==> config.mk <==
export PLATFORM = sky130hd
export DESIGN_NAME = recur2_core
export DESIGN_NICKNAME = d
export VERILOG_FILES = /design/src/rtl/recur2_pkg.sv /design/src/rtl/recur2_seq.sv /design/src/rtl/recur2_opunit.sv /design/src/rtl/recur2_dpath.sv /design/src/rtl/recur2_core.sv
export SDC_FILE = /design/constraint.sdc
export NUM_CORES = 1
export LEC_CHECK = 0
export ABC_AREA = 1
export BUFFER_PORTS_ARGS = -buffer_cell sky130_fd_sc_hd__buf_2
export CORE_MARGIN = 5
export CORE_UTILIZATION = 27
export DETAILED_ROUTE_END_ITERATION = 12
export GPL_TIMING_DRIVEN = 0
export PLACE_DENSITY = 0.48
export SETUP_SLACK_MARGIN = 0.4
export SLEW_MARGIN = 10
export SYNTH_ARGS = -nofsm -noshare
export SYNTH_HDL_FRONTEND = slang
export SYNTH_SLANG_ARGS = --single-unit
export TNS_END_PERCENT = 50
==> constraint.sdc <==
create_clock -name clk -period 5.1 [get_ports clk]
set_input_delay 0.765 -clock clk [delete_from_list [all_inputs] [get_ports clk]]
set_output_delay 0.765 -clock clk [all_outputs]
set_load 0.01 [all_outputs]
==> src/rtl/recur2_pkg.sv <==
package recur2_pkg;

  // Sequencer positions; each busy position lasts exactly one clock.
  typedef enum logic [2:0] {
    ST_IDLE,
    ST_MUL_A,
    ST_MUL_B,
    ST_ADD_C,
    ST_ADD_T,
    ST_COMMIT
  } step_t;

  // Source selection for the first operand register.
  typedef enum logic [1:0] {
    X1_FROM_A,
    X1_FROM_B,
    X1_FROM_C,
    X1_FROM_T
  } x1_src_t;

  // Source selection for the second operand register.
  typedef enum logic [1:0] {
    X2_FROM_OLD,
    X2_FROM_NEW,
    X2_FROM_FWD
  } x2_src_t;

  typedef enum logic {
    OP_MUL,
    OP_ADD
  } op_t;

  typedef struct packed {
    logic    ld_x;
    x1_src_t x1_src;
    x2_src_t x2_src;
    op_t     op;
    logic    wr_y;
    logic    wr_t;
    logic    commit;
  } ctrl_t;

  localparam int unsigned BUSY_STEPS = 5;

endpackage

==> src/rtl/recur2_seq.sv <==
module recur2_seq
  import recur2_pkg::*;
(
  input  logic  clk,
  input  logic  rst,
  input  logic  in_valid,
  output logic  in_ready,
  output logic  accept,
  output step_t step,
  output ctrl_t ctrl
);

  step_t step_q;
  step_t step_d;

  assign in_ready = (step_q == ST_IDLE);
  assign accept   = in_ready && in_valid;
  assign step     = step_q;

  always_comb begin
    step_d = step_q;
    unique case (step_q)
      ST_IDLE:   if (accept) step_d = ST_MUL_A;
      ST_MUL_A:  step_d = ST_MUL_B;
      ST_MUL_B:  step_d = ST_ADD_C;
      ST_ADD_C:  step_d = ST_ADD_T;
      ST_ADD_T:  step_d = ST_COMMIT;
      ST_COMMIT: step_d = ST_IDLE;
      default:   step_d = ST_IDLE;
    endcase
  end

  always_ff @(posedge clk) begin
    if (rst) step_q <= ST_IDLE;
    else     step_q <= step_d;
  end

  // Control word per step. Operand loads in one step feed the shared
  // unit in the next, so each step loads the operands of the following one.
  always_comb begin
    ctrl        = '0;
    ctrl.x1_src = X1_FROM_A;
    ctrl.x2_src = X2_FROM_OLD;
    ctrl.op     = OP_MUL;
    unique case (step_q)
      ST_IDLE: begin
        ctrl.ld_x   = accept;
        ctrl.x1_src = X1_FROM_A;
        ctrl.x2_src = X2_FROM_OLD;
        ctrl.op     = OP_MUL;
      end
      ST_MUL_A: begin
        ctrl.wr_y   = 1'b1;
        ctrl.ld_x   = 1'b1;
        ctrl.x1_src = X1_FROM_B;
        ctrl.x2_src = X2_FROM_NEW;
        ctrl.op     = OP_MUL;
      end
      ST_MUL_B: begin
        ctrl.wr_y   = 1'b1;
        ctrl.wr_t   = 1'b1;
        ctrl.ld_x   = 1'b1;
        ctrl.x1_src = X1_FROM_C;
        ctrl.x2_src = X2_FROM_FWD;
        ctrl.op     = OP_ADD;
      end
      ST_ADD_C: begin
        ctrl.wr_y   = 1'b1;
        ctrl.ld_x   = 1'b1;
        ctrl.x1_src = X1_FROM_T;
        ctrl.x2_src = X2_FROM_FWD;
        ctrl.op     = OP_ADD;
      end
      ST_ADD_T: begin
        ctrl.wr_y   = 1'b1;
      end
      ST_COMMIT: begin
        ctrl.commit = 1'b1;
      end
      default: ctrl = '0;
    endcase
  end

endmodule

==> src/rtl/recur2_opunit.sv <==
module recur2_opunit
  import recur2_pkg::*;
#(
  parameter int unsigned DW = 16
) (
  input  op_t          op,
  input  logic [DW-1:0] opa,
  input  logic [DW-1:0] opb,
  output logic [DW-1:0] res
);

  localparam int unsigned PW = 2 * DW;

  // Full product, then keep the low DW bits (modular wraparound).
  function automatic logic [DW-1:0] wrap_mul(input logic [DW-1:0] x,
                                             input logic [DW-1:0] y);
    logic [PW-1:0] full;
    full = PW'(x) * PW'(y);
    return full[DW-1:0];
  endfunction

  function automatic logic [DW-1:0] wrap_add(input logic [DW-1:0] x,
                                             input logic [DW-1:0] y);
    logic [DW:0] full;
    full = {1'b0, x} + {1'b0, y};
    return full[DW-1:0];
  endfunction

  always_comb begin
    unique case (op)
      OP_MUL:  res = wrap_mul(opa, opb);
      OP_ADD:  res = wrap_add(opa, opb);
      default: res = '0;
    endcase
  end

endmodule

==> src/rtl/recur2_dpath.sv <==
module recur2_dpath
  import recur2_pkg::*;
#(
  parameter int unsigned DW = 16
) (
  input  logic          clk,
  input  logic          rst,
  input  ctrl_t         ctrl,
  input  logic          accept,
  input  logic [DW-1:0] a_in,
  input  logic [DW-1:0] b_in,
  input  logic [DW-1:0] c_in,
  output logic [DW-1:0] y_acc,
  output logic [DW-1:0] hist_new,
  output logic [DW-1:0] hist_old,
  output logic [DW-1:0] z_out,
  output logic          z_valid
);

  logic [DW-1:0] b_hold, c_hold;
  logic [DW-1:0] x1_q, x2_q;
  logic [DW-1:0] t_q, y_q;
  logic [DW-1:0] y1_q, y2_q;
  logic [DW-1:0] unit_res;
  logic [DW-1:0] x1_d, x2_d;
  op_t           op_q;

  recur2_opunit #(.DW(DW)) u_unit (
    .op  (op_q),
    .opa (x1_q),
    .opb (x2_q),
    .res (unit_res)
  );

  // B and C are captured at acceptance so the ports are free while busy.
  always_ff @(posedge clk) begin
    if (accept) begin
      b_hold <= b_in;
      c_hold <= c_in;
    end
  end

  always_comb begin
    unique case (ctrl.x1_src)
      X1_FROM_A: x1_d = a_in;
      X1_FROM_B: x1_d = b_hold;
      X1_FROM_C: x1_d = c_hold;
      X1_FROM_T: x1_d = t_q;
      default:   x1_d = '0;
    endcase
    unique case (ctrl.x2_src)
      X2_FROM_OLD: x2_d = y2_q;
      X2_FROM_NEW: x2_d = y1_q;
      X2_FROM_FWD: x2_d = unit_res;
      default:     x2_d = '0;
    endcase
  end

  always_ff @(posedge clk) begin
    if (ctrl.ld_x) begin
      x1_q <= x1_d;
      x2_q <= x2_d;
      op_q <= ctrl.op;
    end
    if (ctrl.wr_t) t_q <= y_q;
    if (ctrl.wr_y) y_q <= unit_res;
  end

  always_ff @(posedge clk) begin
    if (rst) begin
      y1_q    <= '0;
      y2_q    <= '0;
      z_out   <= '0;
      z_valid <= 1'b0;
    end else begin
      z_valid <= ctrl.commit;
      if (ctrl.commit) begin
        y2_q  <= y1_q;
        y1_q  <= y_q;
        z_out <= y_q;
      end
    end
  end

  assign y_acc    = y_q;
  assign hist_new = y1_q;
  assign hist_old = y2_q;

endmodule

==> src/rtl/recur2_core.sv <==
module recur2_core
  import recur2_pkg::*;
#(
  parameter int unsigned DW = 16
) (
  input  logic          clk,
  input  logic          rst,
  input  logic          in_valid,
  input  logic [DW-1:0] a_in,
  input  logic [DW-1:0] b_in,
  input  logic [DW-1:0] c_in,
  output logic          in_ready,
  output logic [DW-1:0] z_out,
  output logic          z_valid
);

  // Named internal events, brought out for the checker.
  logic          accept_w;
  logic          commit_fire;
  step_t         step_w;
  ctrl_t         ctrl_w;
  logic [DW-1:0] y_acc_w, hist_new_w, hist_old_w;

  recur2_seq u_seq (
    .clk      (clk),
    .rst      (rst),
    .in_valid (in_valid),
    .in_ready (in_ready),
    .accept   (accept_w),
    .step     (step_w),
    .ctrl     (ctrl_w)
  );

  assign commit_fire = ctrl_w.commit;

  recur2_dpath #(.DW(DW)) u_dp (
    .clk      (clk),
    .rst      (rst),
    .ctrl     (ctrl_w),
    .accept   (accept_w),
    .a_in     (a_in),
    .b_in     (b_in),
    .c_in     (c_in),
    .y_acc    (y_acc_w),
    .hist_new (hist_new_w),
    .hist_old (hist_old_w),
    .z_out    (z_out),
    .z_valid  (z_valid)
  );

endmodule

==> metrics.yaml, run 1 <==
met3_length_mm: 1.23
grt_max_degree: 26
tightest_slew_ns: 0.821
grt_antenna_before_repair: 0
fin_crit_sh: 1.06
dpl.hpwl_mm: 24.0
setup_viol: 11
layout_setup_ws_ns: -0.309
initial_core_util: 0.272
drtIter0Drc: 579
place_congestion: 0.851
drive_gt1_frac: 0.216
holdCritStartpoint: "u_dp.hist_old[13]"
cp.required_ns: 5.27
cts_tree: "done"
ys_ff_latch: 133
clk_path_buf_depth: 2
syn_area_per_cell_um2: 8.43
io_buffers: 67
die_h_um: 204
crit_path_start_kind: "flip-flop"
first_global_vias: 8574
cts_hold_buf: 0
clock_skew_ns: 0.00744
path_class: "flip-flop to flip-flop"
slew_viol_final: 0
reg2reg_depth: 23
die_w_um: 204
ys.warnings.count: 0
clock_latency_ns: 0.42
max_freq_mhz: 185
rsz0062_at_grt: "true"
synth-async-reset-ratio: 0
crit_fanout: 5
hp-class: "flip-flop to flip-flop"
rrSetupSlack_ns: -0.31
synth_fp_nets: 1399
num_vias: 8295
drt_wl_total_mm: 31.2
syn-cell-area_um2: 10100
core_area_um2: 37300
syn-instance-count: 1202
synth_edf_count: 97
reg2reg_from: "u_dp.x1_q[4]"
synth.distinct_cells: 43
max_slew_margin: 0.449
dp_slack_ns: -0.873
met1Wirelength_mm: 13.9
drc: 0
htreeDepth: 4
core.rowCount: 71
die_area_um2: 41500
vias_per_cell: 4.52
hold_depth: 2
clk_pin_slew_worst_paths_ns: 0.06
r2r_end: "u_dp.x2_q[12]"
finish.instance_area_um2: 12700
grt_usage: 0.153
cts_inserted_buffers: 17
holdPathEnd: "u_dp.hist_old[13]"
top_layer: "met4"
fillers: 3892
first_pass_iters: 5
cts_root_buf: "clkbuf_16"
worstPathArrival_ns: 5.58
area_growth_pct: 25.5
grt_pass1_wl_mm: 48.9
violations: "negative setup slack"
ant_nets: 0
finalHoldViolations: 0
end_kind: "flip-flop"
post_dp_cell_area_um2: 11300
fin_util: 0.341
gr-total-overflow: 0
whs_ns: 0.464
layout_common_cells: "nand2_1, inv_1, edfxtp_1"
max-cap-violations: 0
clkSinkCount: 133
io_pins: 69
wl_per_cell_um: 17.0
synthFlopType: "edfxtp_1"
synth_seq_area_share: 0.359
nNetsFinal: 1545
final_common_cell: "nand2_1"
status: "finished with violations"
period_needed_ns: 5.41
wl_met2_mm: 14.7
-- sequential cells by signal, indices dropped and copies added, names as in the netlist --
| register | flops |
|---|---|
| u_dp.y_acc | 16 |
| u_seq.step | 3 |
| u_dp.b_hold | 16 |
| u_dp.z_valid | 1 |
| u_dp.t_q | 16 |
| u_dp.x1_q | 16 |
| u_dp.z_out | 16 |
| u_dp.op_q | 1 |
| u_dp.c_hold | 16 |
| u_dp.x2_q | 16 |
| u_dp.hist_old | 16 |
-- worst max-delay path by stage --
stage,startpoint,to,slack (ns)
6_report,u_dp.x1_q[4],u_dp.x2_q[12],-0.31
2_1_floorplan,u_dp.x2_q[4],u_dp.x2_q[14],0.13
3_3_place_gp,u_dp.x1_q[0],u_dp.x2_q[11],-0.92
3_5_place_dp,u_dp.x1_q[0],u_dp.x2_q[11],-0.87
5_1_grt,u_dp.x2_q[5],u_dp.x2_q[12],-0.53
4_1_cts,u_dp.x2_q[4],u_dp.x2_q[14],-0.34
-- timing repair --
item                                   4_1_cts  5_1_grt
endpoints found under the hold margin        0        0
resized for setup                           64       37
pin swaps                                   19       22
setup endpoints to repair                   20       19
cloned                                       2        0
buffers inserted                            38       17
-- cells in the mapped netlist (all sizes together), types with 14 or more instances --
master | n | area share
a211oi | 27 | 0.020
a21oi | 37 | 0.018
buf | 16 | 0.010
clkbuf | 26 | 0.0098
dfxtp | 36 | 0.071
edfxtp | 97 | 0.29
fa | 80 | 0.16
ha | 66 | 0.082
inv | 277 | 0.10
nand2 | 347 | 0.13
nand3 | 48 | 0.025
nand4 | 18 | 0.011
nor2 | 50 | 0.020
o21ai | 14 | 0.0069
-- through the flow --
stage / cells / TNS, ns
floorplan: 1202 / 0
global placement: 1743 / -10.34
detailed placement: 1746 / -9.73
CTS: 1818 / -2.66
global route: 1835 / -4.95
finish: 1836 / -2.17
-- cell families after synthesis --
logic type | share of synthesized area
simple gates | 0.194
buf+inv | 0.123
fa+ha+maj | 0.240
flops | 0.359
compound gates | 0.0718
xor+xnor | 0.0138
-- worst max-delay path, cell delays in order (launching register included) --
cell	delay, ns
edfxtp_1	0.51
ha_2	0.29
fa_1	0.58
inv_2	0.05
fa_1	0.53
inv_1	0.05
ha_2	0.16
fa_1	0.45
fa_1	0.50
inv_1	0.05
fa_1	0.50
inv_2	0.05
ha_4	0.25
inv_2	0.05
o21bai_1	0.07
a21oi_2	0.14
nand2_1	0.08
nand2_2	0.08
nand2_2	0.07
a21oi_2	0.19
xor2_2	0.21
inv_1	0.08
o211ai_1	0.15
nand2_1	0.07
-- final cells by class --
type	count	area (µm²)	share of cell area
antenna	1	2.50	0.000197
buffer	42	300	0.0236
clock buffer	19	464	0.0365
clock inverter	13	118	0.00925
inverter	277	1040	0.0820
multi-input combinational	750	5690	0.448
sequential	133	3630	0.286
tap	474	593	0.0467
timing repair buffer	127	866	0.0681
-- per-layer routing --
metal,global-route usage,vias up
li1,-,4055
met1,0.199,3980
met4,0.0650,0
met3,0.0223,51
met2,0.254,209
met5,0,-
Power of run 1 is left out: the tool's default activity adds up to more than one toggle a clock period on the data nets, which glitch-free logic cannot reach.
==> run 2: changes to the inputs <==
--- a/config.mk
+++ b/config.mk
@@ -11,7 +11,7 @@
 export CORE_UTILIZATION = 27
 export DETAILED_ROUTE_END_ITERATION = 12
 export GPL_TIMING_DRIVEN = 0
-export PLACE_DENSITY = 0.48
+export PLACE_DENSITY = 0.47
 export SETUP_SLACK_MARGIN = 0.4
 export SLEW_MARGIN = 10
 export SYNTH_ARGS = -nofsm -noshare
==> constraint.sdc (replaced) <==
create_clock -name clk -period 5.7 [get_ports clk]
set_input_delay 0.855 -clock clk [delete_from_list [all_inputs] [get_ports clk]]
set_output_delay 0.855 -clock clk [all_outputs]
set_load 0.01 [all_outputs]
==> metrics.yaml, run 2 (synthesis results as in run 1) <==
status: "finished, final reports clean"  # was finished with violations
wl_per_cell_um: 17.3  # was 17.0 µm
first_pass_iters: 5  # unchanged
fin_crit_sh: 0.965  # was 1.06
setup_viol: 0  # was 11
drt_wl_total_mm: 31.8  # was 31.2 mm
layout_common_cells: "nand2_1, inv_1, edfxtp_1"  # unchanged
core_area_um2: 37300  # unchanged
reg2reg_from: "u_dp.x1_q[4]"  # unchanged
cts_hold_buf: 0  # unchanged
crit_fanout: 5  # unchanged
crit_start: "u_dp.x1_q[4]"  # unchanged
nNetsFinal: 1546  # was 1545
path_buf_inv: 5  # was 6
tightest_slew_ns: 0.785  # was 0.821 ns
hp-class: "flip-flop to flip-flop"  # unchanged
finalHoldViolations: 0  # unchanged
period_needed_ns: 5.50  # was 5.41 ns
fin_util: 0.341  # about the same
rrSetupSlack_ns: 0.20  # was -0.31 ns
cts_inserted_buffers: 17  # unchanged
place_congestion: 0.885  # was 0.851
slew_viol_final: 0  # unchanged
area_growth_pct: 25.8  # was 25.5%
drtIter0Drc: 593  # was 579
num_vias: 8364  # was 8295
slowest_delay_ns: 0.55  # was 0.58 ns
cts_tree: "done"  # unchanged
vias_per_cell: 4.56  # was 4.52
io_buffers: 67  # unchanged
drive_gt1_frac: 0.215  # was 0.216
clk_pin_slew_worst_paths_ns: 0.07  # was 0.06 ns
die_w_um: 204  # unchanged
clkSinkCount: 133  # unchanged
path_cells: "clkbuf_8 -> buf_12 -> nand2_1 -> fa_1 -> inv_1 -> fa_2 -> fa_1 -> fa_1 -> fa_1 -> inv_1 -> fa_1 -> inv_2 -> ha_4 -> nand2_4 -> nor3_4 -> nand2_1 -> o2111ai_2 -> a21oi_1 -> o21ai_2 -> nand2_1 -> nand2_1 -> nand3_2"  # was ha_2 -> fa_1 -> inv_2 -> fa_1 -> inv_1 -> ha_2 -> fa_1 -> fa_1 -> inv_1 -> fa_1 -> inv_2 -> ha_4 -> inv_2 -> o21bai_1 -> a21oi_2 -> nand2_1 -> nand2_2 -> nand2_2 -> a21oi_2 -> xor2_2 -> inv_1 -> o211ai_1 -> nand2_1
final_common_cell: "nand2_1"  # unchanged
end_kind: "flip-flop"  # unchanged
die_h_um: 204  # unchanged
max-cap-violations: 0  # unchanged
die_area_um2: 41500  # unchanged
clk_path_buf_depth: 2  # unchanged
path_common_cell: "fa_1"  # unchanged
grt_usage: 0.154  # was 0.153
first_global_vias: 8579  # was 8574
grt_antenna_before_repair: 0  # unchanged
path_class: "flip-flop to flip-flop"  # unchanged
gr-total-overflow: 0  # unchanged
instances_no_fill: 1836  # unchanged
worstPathArrival_ns: 5.64  # was 5.58 ns
dpl.hpwl_mm: 23.9  # was 24.0 mm
initial_core_util: 0.272  # unchanged
holdCritStartpoint: "u_dp.hist_old[14]"  # was u_dp.hist_old[13]
max_freq_mhz: 182  # was 185 MHz
cp.required_ns: 5.85  # was 5.27 ns
htreeDepth: 4  # unchanged
ant_nets: 0  # unchanged
rsz0062_at_grt: "true"  # unchanged
drc: 0  # unchanged
grt_max_degree: 26  # unchanged
finalSetupTns_ns: 0  # was -2.17 ns
io_pins: 69  # unchanged
n_antenna_cell: 0  # was 1
cts_root_buf: "clkbuf_16"  # unchanged
dp_cells: 1746  # unchanged
clock_skew_ns: 0.0115  # was 0.00744 ns
crit_path_start_kind: "flip-flop"  # unchanged
grt_pass1_wl_mm: 49.7  # was 48.9 mm
max_slew_margin: 0.474  # was 0.449
cp_slowest_cell: "fa_1"  # unchanged
core.rowCount: 71  # unchanged
clock_latency_ns: 0.41  # was 0.42 ns
cpLargestDelayFamily: "adder cells"  # unchanged
## run 2: changes by cell type in the layout (fill, tap and decap cells not counted), moves of 3 or more
cell,before,now
buf_6,9,14
inv_4,4,0
buf_4,53,50
clkbuf_4,3,0
nand2_2,19,22
## run 2: layout make-up
class	count	area, µm²
flip-flops and latches	133	3630
multi-input cells	750	5680
inverters	277	1040
clock inverters	14	151
clock buffers	18	429
fillers	3941	24600
well taps	474	593
plain buffers	42	330
repair buffers	128	878
## run 2: metrics by stage
stage	setup WS, ns	hold slack [ns]	cell area, µm²
final	0.201	0.463	12700
after global routing	-0.00628	0.493	12700
after CTS	0.220	0.462	12500
after detailed placement	-0.529	0.454	11100
after global placement	-0.574	0.453	11100
after floorplan	0.465	0.427	10100
## run 2: final timing paths
path | depth (start not counted) | to
setup reg to reg | 22 | u_dp.x2_q[14]
hold reg to reg | 2 | u_dp.hist_old[14]
setup / recovery | 22 | u_dp.x2_q[14]
hold / removal | 2 | u_dp.hist_old[14]
## run 2: worst min-delay path, cell delays in order (launching register included)
cell	delay (ns)
dfxtp_1	0.30
nand2_1	0.06
a21oi_1	0.05
## run 2: routing by layer
metal | vias up | routed length, µm | part of all wire | global-route usage
li1 | 4059 | - | - | -
met1 | 4087 | 14500 | 0.46 | 0.209
met2 | 190 | 15500 | 0.49 | 0.270
met3 | 28 | 1120 | 0.035 | 0.0137
met4 | 0 | 599 | 0.019 | 0.0311
met5 | - | 0 | 0 | 0
## run 2: what timing repair did
item	CTS	global route
cloned	1	0
hold endpoints to repair	0	0
setup endpoints to repair	17	12
resized for setup	102	52
pin swaps	44	46
setup buffers	46	11
Power of run 2 is left out for the same reason.
